$ cat config.mk
export PLATFORM = sky130hd
export DESIGN_NAME = pcie_irq_agg
export DESIGN_NICKNAME = d
export VERILOG_FILES = /design/src/rtl/pirq_pkg.sv /design/src/rtl/pirq_msi_bank.sv /design/src/rtl/pirq_local.sv /design/src/rtl/pirq_regif.sv /design/src/rtl/pcie_irq_agg.sv
export SDC_FILE = /design/constraint.sdc
export NUM_CORES = 1
export LEC_CHECK = 0
export BUFFER_PORTS_ARGS = -buffer_cell sky130_fd_sc_hd__buf_4
export CAP_MARGIN = 20
export CORE_MARGIN = 4
export CORE_UTILIZATION = 55
export CTS_BUF_LIST = sky130_fd_sc_hd__clkbuf_8
export CTS_CLUSTER_DIAMETER = 150
export DETAILED_ROUTE_END_ITERATION = 8
export PLACE_DENSITY = 0.95
export SETUP_SLACK_MARGIN = 0.02
export SYNTH_ARGS = -nofsm -noshare
export SYNTH_HDL_FRONTEND = slang
export SYNTH_SLANG_ARGS = --single-unit
$ cat constraint.sdc
create_clock -name clk_i -period 5.65 [get_ports clk_i]
set_input_delay 1.695 -clock clk_i [delete_from_list [all_inputs] [get_ports clk_i]]
set_output_delay 1.695 -clock clk_i [all_outputs]
set_load 0.1 [all_outputs]
$ cat src/rtl/pirq_pkg.sv
package pirq_pkg;
  localparam int unsigned REG_W = 32;

  localparam logic [11:0] OFF_MASK     = 12'h180;
  localparam logic [11:0] OFF_STAT     = 12'h184;
  localparam logic [11:0] OFF_MSI_ADDR = 12'h190;
  localparam logic [11:0] OFF_MSI_STAT = 12'h194;

  localparam int unsigned NUM_INTX     = 4;
  localparam int unsigned NUM_ERR      = 3;
  localparam int unsigned ERR_AXI_LSB  = 16;
  localparam int unsigned ERR_PCIE_LSB = 20;
  localparam int unsigned INTX_LSB     = 24;
  localparam int unsigned MSI_SUM_BIT  = 28;

  localparam logic [REG_W-1:0] LOCAL_IMPL = 32'h1F77_0000;

  typedef struct packed {
    logic             mask_we;
    logic [REG_W-1:0] mask_wdata;
    logic [REG_W-1:0] stat_clr;
  } loc_wr_t;
endpackage

$ cat src/rtl/pirq_msi_bank.sv
module pirq_msi_bank #(
  parameter int unsigned NUM_VEC    = 32,
  parameter int unsigned MSI_DATA_W = 16
) (
  input  logic                  clk_i,
  input  logic                  rst_ni,
  input  logic                  msi_valid_i,
  input  logic [MSI_DATA_W-1:0] msi_data_i,
  input  logic [NUM_VEC-1:0]    clr_i,
  output logic [NUM_VEC-1:0]    stat_o,
  output logic                  event_o,
  output logic                  pend_o
);
  localparam int unsigned VEC_W = (NUM_VEC > 1) ? $clog2(NUM_VEC) : 1;

  logic [NUM_VEC-1:0] stat_q, hit;
  logic               in_range;

  assign in_range = msi_data_i < MSI_DATA_W'(NUM_VEC);

  for (genvar v = 0; v < NUM_VEC; v++) begin : g_vec
    assign hit[v] = msi_valid_i && (msi_data_i == MSI_DATA_W'(v));
    // set beats clear in the same cycle
    always_ff @(posedge clk_i or negedge rst_ni) begin
      if (!rst_ni) stat_q[v] <= 1'b0;
      else         stat_q[v] <= (stat_q[v] & ~clr_i[v]) | hit[v];
    end
  end

  assign stat_o  = stat_q;
  assign event_o = msi_valid_i && in_range;
  assign pend_o  = |stat_q;

  logic [VEC_W-1:0] hit_idx;
  assign hit_idx = msi_data_i[VEC_W-1:0];

  p_msi_set_r6: assert property (@(posedge clk_i) disable iff (!rst_ni)
    (msi_valid_i && in_range) |=> stat_q[$past(hit_idx)]);

  p_msi_clr_r7: assert property (@(posedge clk_i) disable iff (!rst_ni)
    (!msi_valid_i && clr_i[0]) |=> !stat_q[0]);
endmodule

$ cat src/rtl/pirq_local.sv
module pirq_local
  import pirq_pkg::*;
(
  input  logic                clk_i,
  input  logic                rst_ni,
  input  logic [NUM_INTX-1:0] intx_i,
  input  logic [NUM_ERR-1:0]  err_axi_i,
  input  logic [NUM_ERR-1:0]  err_pcie_i,
  input  logic                msi_event_i,
  input  logic                msi_pend_i,
  input  loc_wr_t             wr_i,
  output logic [REG_W-1:0]    stat_o,
  output logic [REG_W-1:0]    mask_o,
  output logic                irq_o
);
  logic [REG_W-1:0] stat_q, mask_q, set_vec, stat_d;
  logic             irq_q;

  always_comb begin
    set_vec = '0;
    for (int i = 0; i < NUM_ERR; i++) begin
      set_vec[ERR_AXI_LSB+i]  = err_axi_i[i];
      set_vec[ERR_PCIE_LSB+i] = err_pcie_i[i];
    end
    for (int k = 0; k < NUM_INTX; k++) set_vec[INTX_LSB+k] = intx_i[k];
    // summary re-arms while any vector is still pending
    set_vec[MSI_SUM_BIT] = msi_event_i | msi_pend_i;
    stat_d = ((stat_q & ~wr_i.stat_clr) | set_vec) & LOCAL_IMPL;
  end

  always_ff @(posedge clk_i or negedge rst_ni) begin
    if (!rst_ni) begin
      stat_q <= '0;
      mask_q <= '0;
      irq_q  <= 1'b0;
    end else begin
      stat_q <= stat_d;
      if (wr_i.mask_we) mask_q <= wr_i.mask_wdata & LOCAL_IMPL;
      irq_q  <= |(stat_q & mask_q);
    end
  end

  assign stat_o = stat_q;
  assign mask_o = mask_q;
  assign irq_o  = irq_q;

  for (genvar k = 0; k < NUM_INTX; k++) begin : g_intx_chk
    p_intx_level_r4: assert property (@(posedge clk_i) disable iff (!rst_ni)
      intx_i[k] |=> stat_q[INTX_LSB+k]);
  end

  for (genvar i = 0; i < NUM_ERR; i++) begin : g_err_chk
    p_err_axi_r3: assert property (@(posedge clk_i) disable iff (!rst_ni)
      err_axi_i[i] |=> stat_q[ERR_AXI_LSB+i]);
    p_err_pcie_r3: assert property (@(posedge clk_i) disable iff (!rst_ni)
      err_pcie_i[i] |=> stat_q[ERR_PCIE_LSB+i]);
  end

  p_event_wins_r9: assert property (@(posedge clk_i) disable iff (!rst_ni)
    (err_pcie_i[0] && wr_i.stat_clr[ERR_PCIE_LSB]) |=> stat_q[ERR_PCIE_LSB]);

  p_sum_rearm_r8: assert property (@(posedge clk_i) disable iff (!rst_ni)
    msi_pend_i |=> stat_q[MSI_SUM_BIT]);

  p_irq_follow_r10: assert property (@(posedge clk_i) disable iff (!rst_ni)
    (|(stat_q & mask_q)) |=> irq_q);

  p_mask_zero_r10: assert property (@(posedge clk_i) disable iff (!rst_ni)
    (mask_q == '0) |=> !irq_q);
endmodule

$ cat src/rtl/pirq_regif.sv
module pirq_regif
  import pirq_pkg::*;
#(
  parameter int unsigned NUM_VEC         = 32,
  parameter int unsigned ADDR_W          = 12,
  parameter logic [31:0] MSI_TARGET_ADDR = 32'h0F00_0040
) (
  input  logic [ADDR_W-1:0]  reg_addr_i,
  input  logic               reg_wr_i,
  input  logic [REG_W-1:0]   reg_wdata_i,
  input  logic [REG_W-1:0]   loc_stat_i,
  input  logic [REG_W-1:0]   loc_mask_i,
  input  logic [NUM_VEC-1:0] msi_stat_i,
  output loc_wr_t            loc_wr_o,
  output logic [NUM_VEC-1:0] msi_clr_o,
  output logic [REG_W-1:0]   reg_rdata_o
);
  logic sel_mask, sel_stat, sel_addr, sel_msi;

  assign sel_mask = reg_addr_i == ADDR_W'(OFF_MASK);
  assign sel_stat = reg_addr_i == ADDR_W'(OFF_STAT);
  assign sel_addr = reg_addr_i == ADDR_W'(OFF_MSI_ADDR);
  assign sel_msi  = reg_addr_i == ADDR_W'(OFF_MSI_STAT);

  always_comb begin
    loc_wr_o.mask_we    = reg_wr_i && sel_mask;
    loc_wr_o.mask_wdata = reg_wdata_i;
    loc_wr_o.stat_clr   = (reg_wr_i && sel_stat) ? reg_wdata_i : '0;
    msi_clr_o           = (reg_wr_i && sel_msi) ? reg_wdata_i[NUM_VEC-1:0] : '0;
  end

  always_comb begin
    reg_rdata_o = '0;
    unique case (1'b1)
      sel_mask: reg_rdata_o = loc_mask_i;
      sel_stat: reg_rdata_o = loc_stat_i;
      sel_addr: reg_rdata_o = MSI_TARGET_ADDR;
      sel_msi:  reg_rdata_o[NUM_VEC-1:0] = msi_stat_i;
      default:  reg_rdata_o = '0;
    endcase
  end

  always_comb begin
    a_onehot_sel_r2: assert ($onehot0({sel_mask, sel_stat, sel_addr, sel_msi}));
  end
endmodule

$ cat src/rtl/pcie_irq_agg.sv
module pcie_irq_agg
  import pirq_pkg::*;
#(
  parameter int unsigned NUM_VEC         = 32,
  parameter int unsigned MSI_DATA_W      = 16,
  parameter int unsigned ADDR_W          = 12,
  parameter logic [31:0] MSI_TARGET_ADDR = 32'h0F00_0040
) (
  input  logic                  clk_i,
  input  logic                  rst_ni,
  input  logic [3:0]            intx_i,
  input  logic [2:0]            err_axi_i,
  input  logic [2:0]            err_pcie_i,
  input  logic                  msi_valid_i,
  input  logic [MSI_DATA_W-1:0] msi_data_i,
  input  logic [ADDR_W-1:0]     reg_addr_i,
  input  logic                  reg_wr_i,
  input  logic [31:0]           reg_wdata_i,
  output logic [31:0]           reg_rdata_o,
  output logic                  irq_o
);
  loc_wr_t            loc_wr;
  logic [NUM_VEC-1:0] msi_clr, msi_stat;
  logic [REG_W-1:0]   loc_stat, loc_mask;
  logic               msi_event, msi_pend;

  pirq_regif #(
    .NUM_VEC(NUM_VEC), .ADDR_W(ADDR_W), .MSI_TARGET_ADDR(MSI_TARGET_ADDR)
  ) u_regif (
    .reg_addr_i (reg_addr_i),
    .reg_wr_i   (reg_wr_i),
    .reg_wdata_i(reg_wdata_i),
    .loc_stat_i (loc_stat),
    .loc_mask_i (loc_mask),
    .msi_stat_i (msi_stat),
    .loc_wr_o   (loc_wr),
    .msi_clr_o  (msi_clr),
    .reg_rdata_o(reg_rdata_o)
  );

  pirq_msi_bank #(.NUM_VEC(NUM_VEC), .MSI_DATA_W(MSI_DATA_W)) u_msi (
    .clk_i      (clk_i),
    .rst_ni     (rst_ni),
    .msi_valid_i(msi_valid_i),
    .msi_data_i (msi_data_i),
    .clr_i      (msi_clr),
    .stat_o     (msi_stat),
    .event_o    (msi_event),
    .pend_o     (msi_pend)
  );

  pirq_local u_local (
    .clk_i      (clk_i),
    .rst_ni     (rst_ni),
    .intx_i     (intx_i),
    .err_axi_i  (err_axi_i),
    .err_pcie_i (err_pcie_i),
    .msi_event_i(msi_event),
    .msi_pend_i (msi_pend),
    .wr_i       (loc_wr),
    .stat_o     (loc_stat),
    .mask_o     (loc_mask),
    .irq_o      (irq_o)
  );
endmodule

==> Yosys cells after proc, flatten, opt, wreduce, memory -nomap -nowiden <==
Cells that the tools add are included.
{ "totals": {"reg_bits": 55, "inputBits": 74, "output_inout_bits": 33, "elab_cells": 214} }
{ "classes": {"order_cmp": 1, "n_eq_ne": 35, "mux": 3, "bitwise": 101, "reduce_logical": 39} }
{ "ops": {"columns": ["cell", "count"], "rows": [
  ["$eq A16 B5 Y1 const B", 16],
  ["$eq A16 B4 Y1 const B", 8],
  ["$pmux W32 S4", 1],
  ["$eq A16 B3 Y1 const B", 4],
  ["$reduce_or A32 Y1", 2],
  ["$and A29 B29 Y29", 2],
  ["$eq A12 B9 Y1 const B", 4],
  ["$logic_and A1 B1 Y1", 36],
  ["$or A1 B1 Y1", 33],
  ["$and A1 B1 Y1", 32],
  ["$eq A16 B2 Y1 const B", 2],
  ["$mux W32", 1],
  ["$not A1 Y1", 32],
  ["$mux W29", 1],
  ["$not A29 Y29", 1],
  ["$or A29 B29 Y29", 1],
  ["$eq A16 B1 Y1 const B", 1],
  ["$logic_not A16 Y1", 1],
  ["$lt A16 B6 Y1 const B", 1]
]} }

==> Depth between registers and ports, before layout <==
{ "depth": {"ltp_word": 6, "depth_mapped": 6, "ltp_nobuf": 4} }

==> Cells and area by module <==
A second synthesis with hierarchy kept.
{ "unflattened": {"hier_cells": 523, "hier_area_um2": 4411.7} }
{ "by_module_without_submodules": {"columns": ["mod", "n_inst", "cells_per_inst", "area_each_um2", "seq_area_each_um2"], "rows": [
  ["pirq_regif", 1, 289, 1805.5, 0.0],
  ["pirq_msi_bank", 1, 127, 1387.6, 800.8],
  ["pirq_local", 1, 107, 1218.7, 575.6]
]} }

==> Worst setup path before layout <==
No wires, ideal clock.
{ "synth_path": {"path_type": "input to output", "from": "in reg_addr_i[3]", "to": "out reg_rdata_o[6]", "arrival_ns": 7.066, "t_required_ns": 3.955, "slack_ns": -3.111, "path_stages": 3, "n_path_buf": 1, "cell_sequence": "or4_4 buf_6 a2111oi_0"} }
{ "synth_via": {"elab_chain_cells": 2, "elab_cells_between_ends": 5, "cone_classes": "eq/ne (4); mux (1)"} }
{ "synth_lines": {"columns": ["item", "line", "source"], "rows": [
  ["start: declaration", "pcie_irq_agg.sv:16", "input logic [ADDR_W-1:0] reg_addr_i,"],
  ["$eq A12 B9 Y1, on equally long branches", null, null],
  ["$pmux W32 S4 *", "pirq_regif.sv:34", "unique case (1'b1)"],
  ["end: declaration", "pcie_irq_agg.sv:19", "output logic [31:0] reg_rdata_o,"]
]} }
Every way passes the cells marked *; elsewhere a longest branch is shown, timed or not.

==> Worst setup path in the final report <==
{ "layout_path": {"from": "in reg_addr_i[3]", "to": "out reg_rdata_o[25]"} }
Same word-level chain as after synthesis.

==> summary.txt <==
Synthesis
  • Post-synth top area cell: dfrtp_1
  • Net Count, Synth: 383
  • Netlist Area Pre-Place: 2888 sq um
  • Distinct cells, synth: 37
  • Avg Inst Size Synth: about 9.3 sq um
  • Number of synthesized flops with an enable pin: 0
  • YS warnings: 0
  • #FFs+latches synth: 55
  • Area contributors post-synth: dfrtp_1 48%, o21ai_1 10%, nand2_1 7.5%
  • Ys flop type: dfrtp_1
  • Ys async rst share: 100.0%
  • Syn Inst Count: between 300 and 400
  • Sequential fraction of the synthesis area: 47.66%
  • Post-synth top area share: 47.66%

Setup path
  • RR Endpoint: u_local.stat_o[28]$_DFF_PN0_
  • Origin of the critical flop-to-flop path: u_msi.stat_o[8]$_DFF_PN0_
  • Worst reg2reg setup slack: about 4.0 ns
  • CP Class: input pin to output port
  • Crit end category: output port
  • Required @ worst endpoint: 3.95 ns
  • CP Launch Type: input pin
  • Crit path DAT: 3.72 ns
  • R2R cell count: 4
  • Start point of the critical path: reg_addr_i[3]
  • Critical Path End: reg_rdata_o[25]
  • Crit Path Max Fanout: 9

Clocking
  • H-Tree Depth: 2
  • CTS Buf Count: 5
  • Clock tree buffer depth: 2
  • CTS Sinks: 55
  • CTS tree: done
  • Clk root buf: clkbuf_8
  • Post-cts sizing count: 0
  • Cts hold-fix bufs: 0
  • Post-CTS setup buffers: 0
  • Skew-Pair Late Insertion Delay: 0.30 ns
  • Reg clk slew, reported paths: 0.09 ns

Power
  • PwrDens: 187.6 nW/um^2
  • Maximum VDD drop: approximately 190 uV
  • Lkg Pwr: 1.789 nW
  • Flop pwr share: 54.9%
  • Net Sw Frac: between 20% and 30%
  • P_int: 561.6 uW
  • Gate power share: 10.6%
  • Sw Pwr: around 160 uW
  • Power share of the clock group: 34.5%

GRT
  • Pin count of the biggest net entering global routing: 56
  • Overall Global Routing Usage: 27.92%
  • Initial antenna violation count: 0
  • First-pass GRT wire length: 13810 microns
  • GRT overflow: 0
  • Vias in the first global route: between 2000 and 3000

Placed design
  • DP Wirelength: 6510 microns
  • Port Buffers: 106
  • Placed Cells: 473
  • Routability-driven placement congestion ratio: roughly 1.1

STA
  • Fin. Hold Viols: 0
  • Tcrit/Tclk final: 95.87%
  • Final min period: 5.417 ns
  • Skew final: about 0.0035 ns
  • Setup TNS: 0 ns
  • RSZ-0062 raised after global routing: no
  • Pins over their slew limit: 0
  • Slew margin rel.: 54.32%
  • Worst-margin pin slew: between 0.6 and 0.7 ns
  • Fmax: 0.1846 GHz
  • Final setup vio count: 0

Layout
  • Commonest non-fill, non-tap cells in the layout: 110 x buf_4, 64 x o21ai_1, 58 x nand2_1
  • Nets: 484
  • Area growth, synth to finish: 32.67%
  • Register area: about 1400 sq um
  • Filler Cells Inserted: 352
  • Fraction of layout cells with a size suffix above 1: 32.93%
  • Footprint of the multi-input gates: 1431 sq um
  • Commonest non-fill, non-tap cell in the layout: buf_4
  • Final Non-Filler Cells: 480
  • Post-Route Utilization: between 70 and 80%
  • Diode count: 0

Floorplanning
  • Die area: about 6500 sq um
  • Core footprint: 5107 sq um
  • Cell row count: 26
  • DIE WIDTH: 80.46 microns
  • Ports: 107
  • Die H: 80.46 microns
  • Initial Util: 56.54%

Drt
  • Drt pass-1 iters: 5
  • DR WL/cell: 18.25 microns
  • Total detailed-routing wirelength: slightly below 9000 microns
  • Starting DRT DRC Count: just over 300
  • DRC: 0
  • Routed vias: 2898
  • Via density: around 6.0
  • Post-route ant nets: 0

Flow run
  • Maxcap violations: 0

Min path
  • Worst Hold Class: register to register

Status
  • Status: completed
[registers in the layout, summed over array words and instances (netlist names)]
register,flops
u_local.mask_o,11
u_local.stat_o,11
u_msi.stat_o,32
u_local.irq_o,1
[per-stage QoR]
step	instance area (sq um)	power [mW]	hold slack, ns	worst slack [ns]
after floorplan	2907	0.4232	0.4711	-0.2306
after global placement	3729	0.4766	0.4954	0.3751
after detailed placement	3729	0.4786	0.4999	0.2879
after CTS	3831	0.7206	0.5199	0.2860
after global routing	3831	0.7458	0.5478	0.1255
final	3831	0.7189	0.5265	0.2331
[critical path: stages]
cell,delay [ns]
buf_4,0.11
or4_4,0.61
nor4_1,0.52
buf_4,0.27
a22oi_1,0.07
o21ai_1,0.11
buf_4,0.33
[synthesized netlist by cell type (all sizes together) (3+ instances only)]
master / count
buf: 7
a21o: 11
nor3: 3
nand3: 11
and2: 21
mux2: 11
nor2: 6
a22oi: 13
nand2: 58
clkbuf: 9
dfrtp: 55
o21ai: 66
nor4: 13
nand3b: 3
[layer usage]
| layer | up-vias | wire [microns] | track usage (%) |
|---|---|---|---|
| li1 | 1317 | - | - |
| met1 | 1358 | 3311 | 35.16 |
| met2 | 180 | 4367 | 46.11 |
| met3 | 43 | 693 | 4.821 |
| met4 | 0 | 388 | 14.02 |
| met5 | - | 0 | 0 |
[logic make-up after synthesis]
| logic type | synth area share (%) |
|---|---|
| simple gates | 23.57 |
| compound gates | 19.45 |
| flops | 47.66 |
| buf+inv | 3.726 |
| mux | 5.589 |
[power groups by stage]
stage | sequential (mW) | clock [mW] | combinational, mW
finish | 0.395 | 0.248 | 0.0765
global route | 0.395 | 0.268 | 0.0830
CTS | 0.395 | 0.249 | 0.0766
detailed placement | 0.402 | 0 | 0.0762
global placement | 0.402 | 0 | 0.0741
floorplan | 0.405 | 0 | 0.0183
[cell type report]
type	count	share of cell area (%)
timing repair buffer	110	21.55
multi-input combinational	236	37.36
inverter	2	0.1960
clock buffer	5	1.796
tap	70	2.286
clock inverter	2	0.8818
sequential	55	35.92
[worst min-delay path by stage]
stage / slack, ns / cells past startpoint / to / start
global route: 0.55 / 1 / u_local.stat_o[26]$_DFF_PN0_ / u_local.stat_o[26]$_DFF_PN0_
detailed placement: 0.50 / 2 / u_msi.stat_o[15]$_DFF_PN0_ / u_msi.stat_o[15]$_DFF_PN0_
floorplan: 0.47 / 1 / u_local.stat_o[26]$_DFF_PN0_ / u_local.stat_o[26]$_DFF_PN0_
finish: 0.53 / 2 / u_msi.stat_o[15]$_DFF_PN0_ / u_msi.stat_o[15]$_DFF_PN0_
CTS: 0.52 / 2 / u_msi.stat_o[15]$_DFF_PN0_ / u_msi.stat_o[15]$_DFF_PN0_
global placement: 0.50 / 2 / u_msi.stat_o[15]$_DFF_PN0_ / u_msi.stat_o[15]$_DFF_PN0_
(Power assumes the default switching activity.)
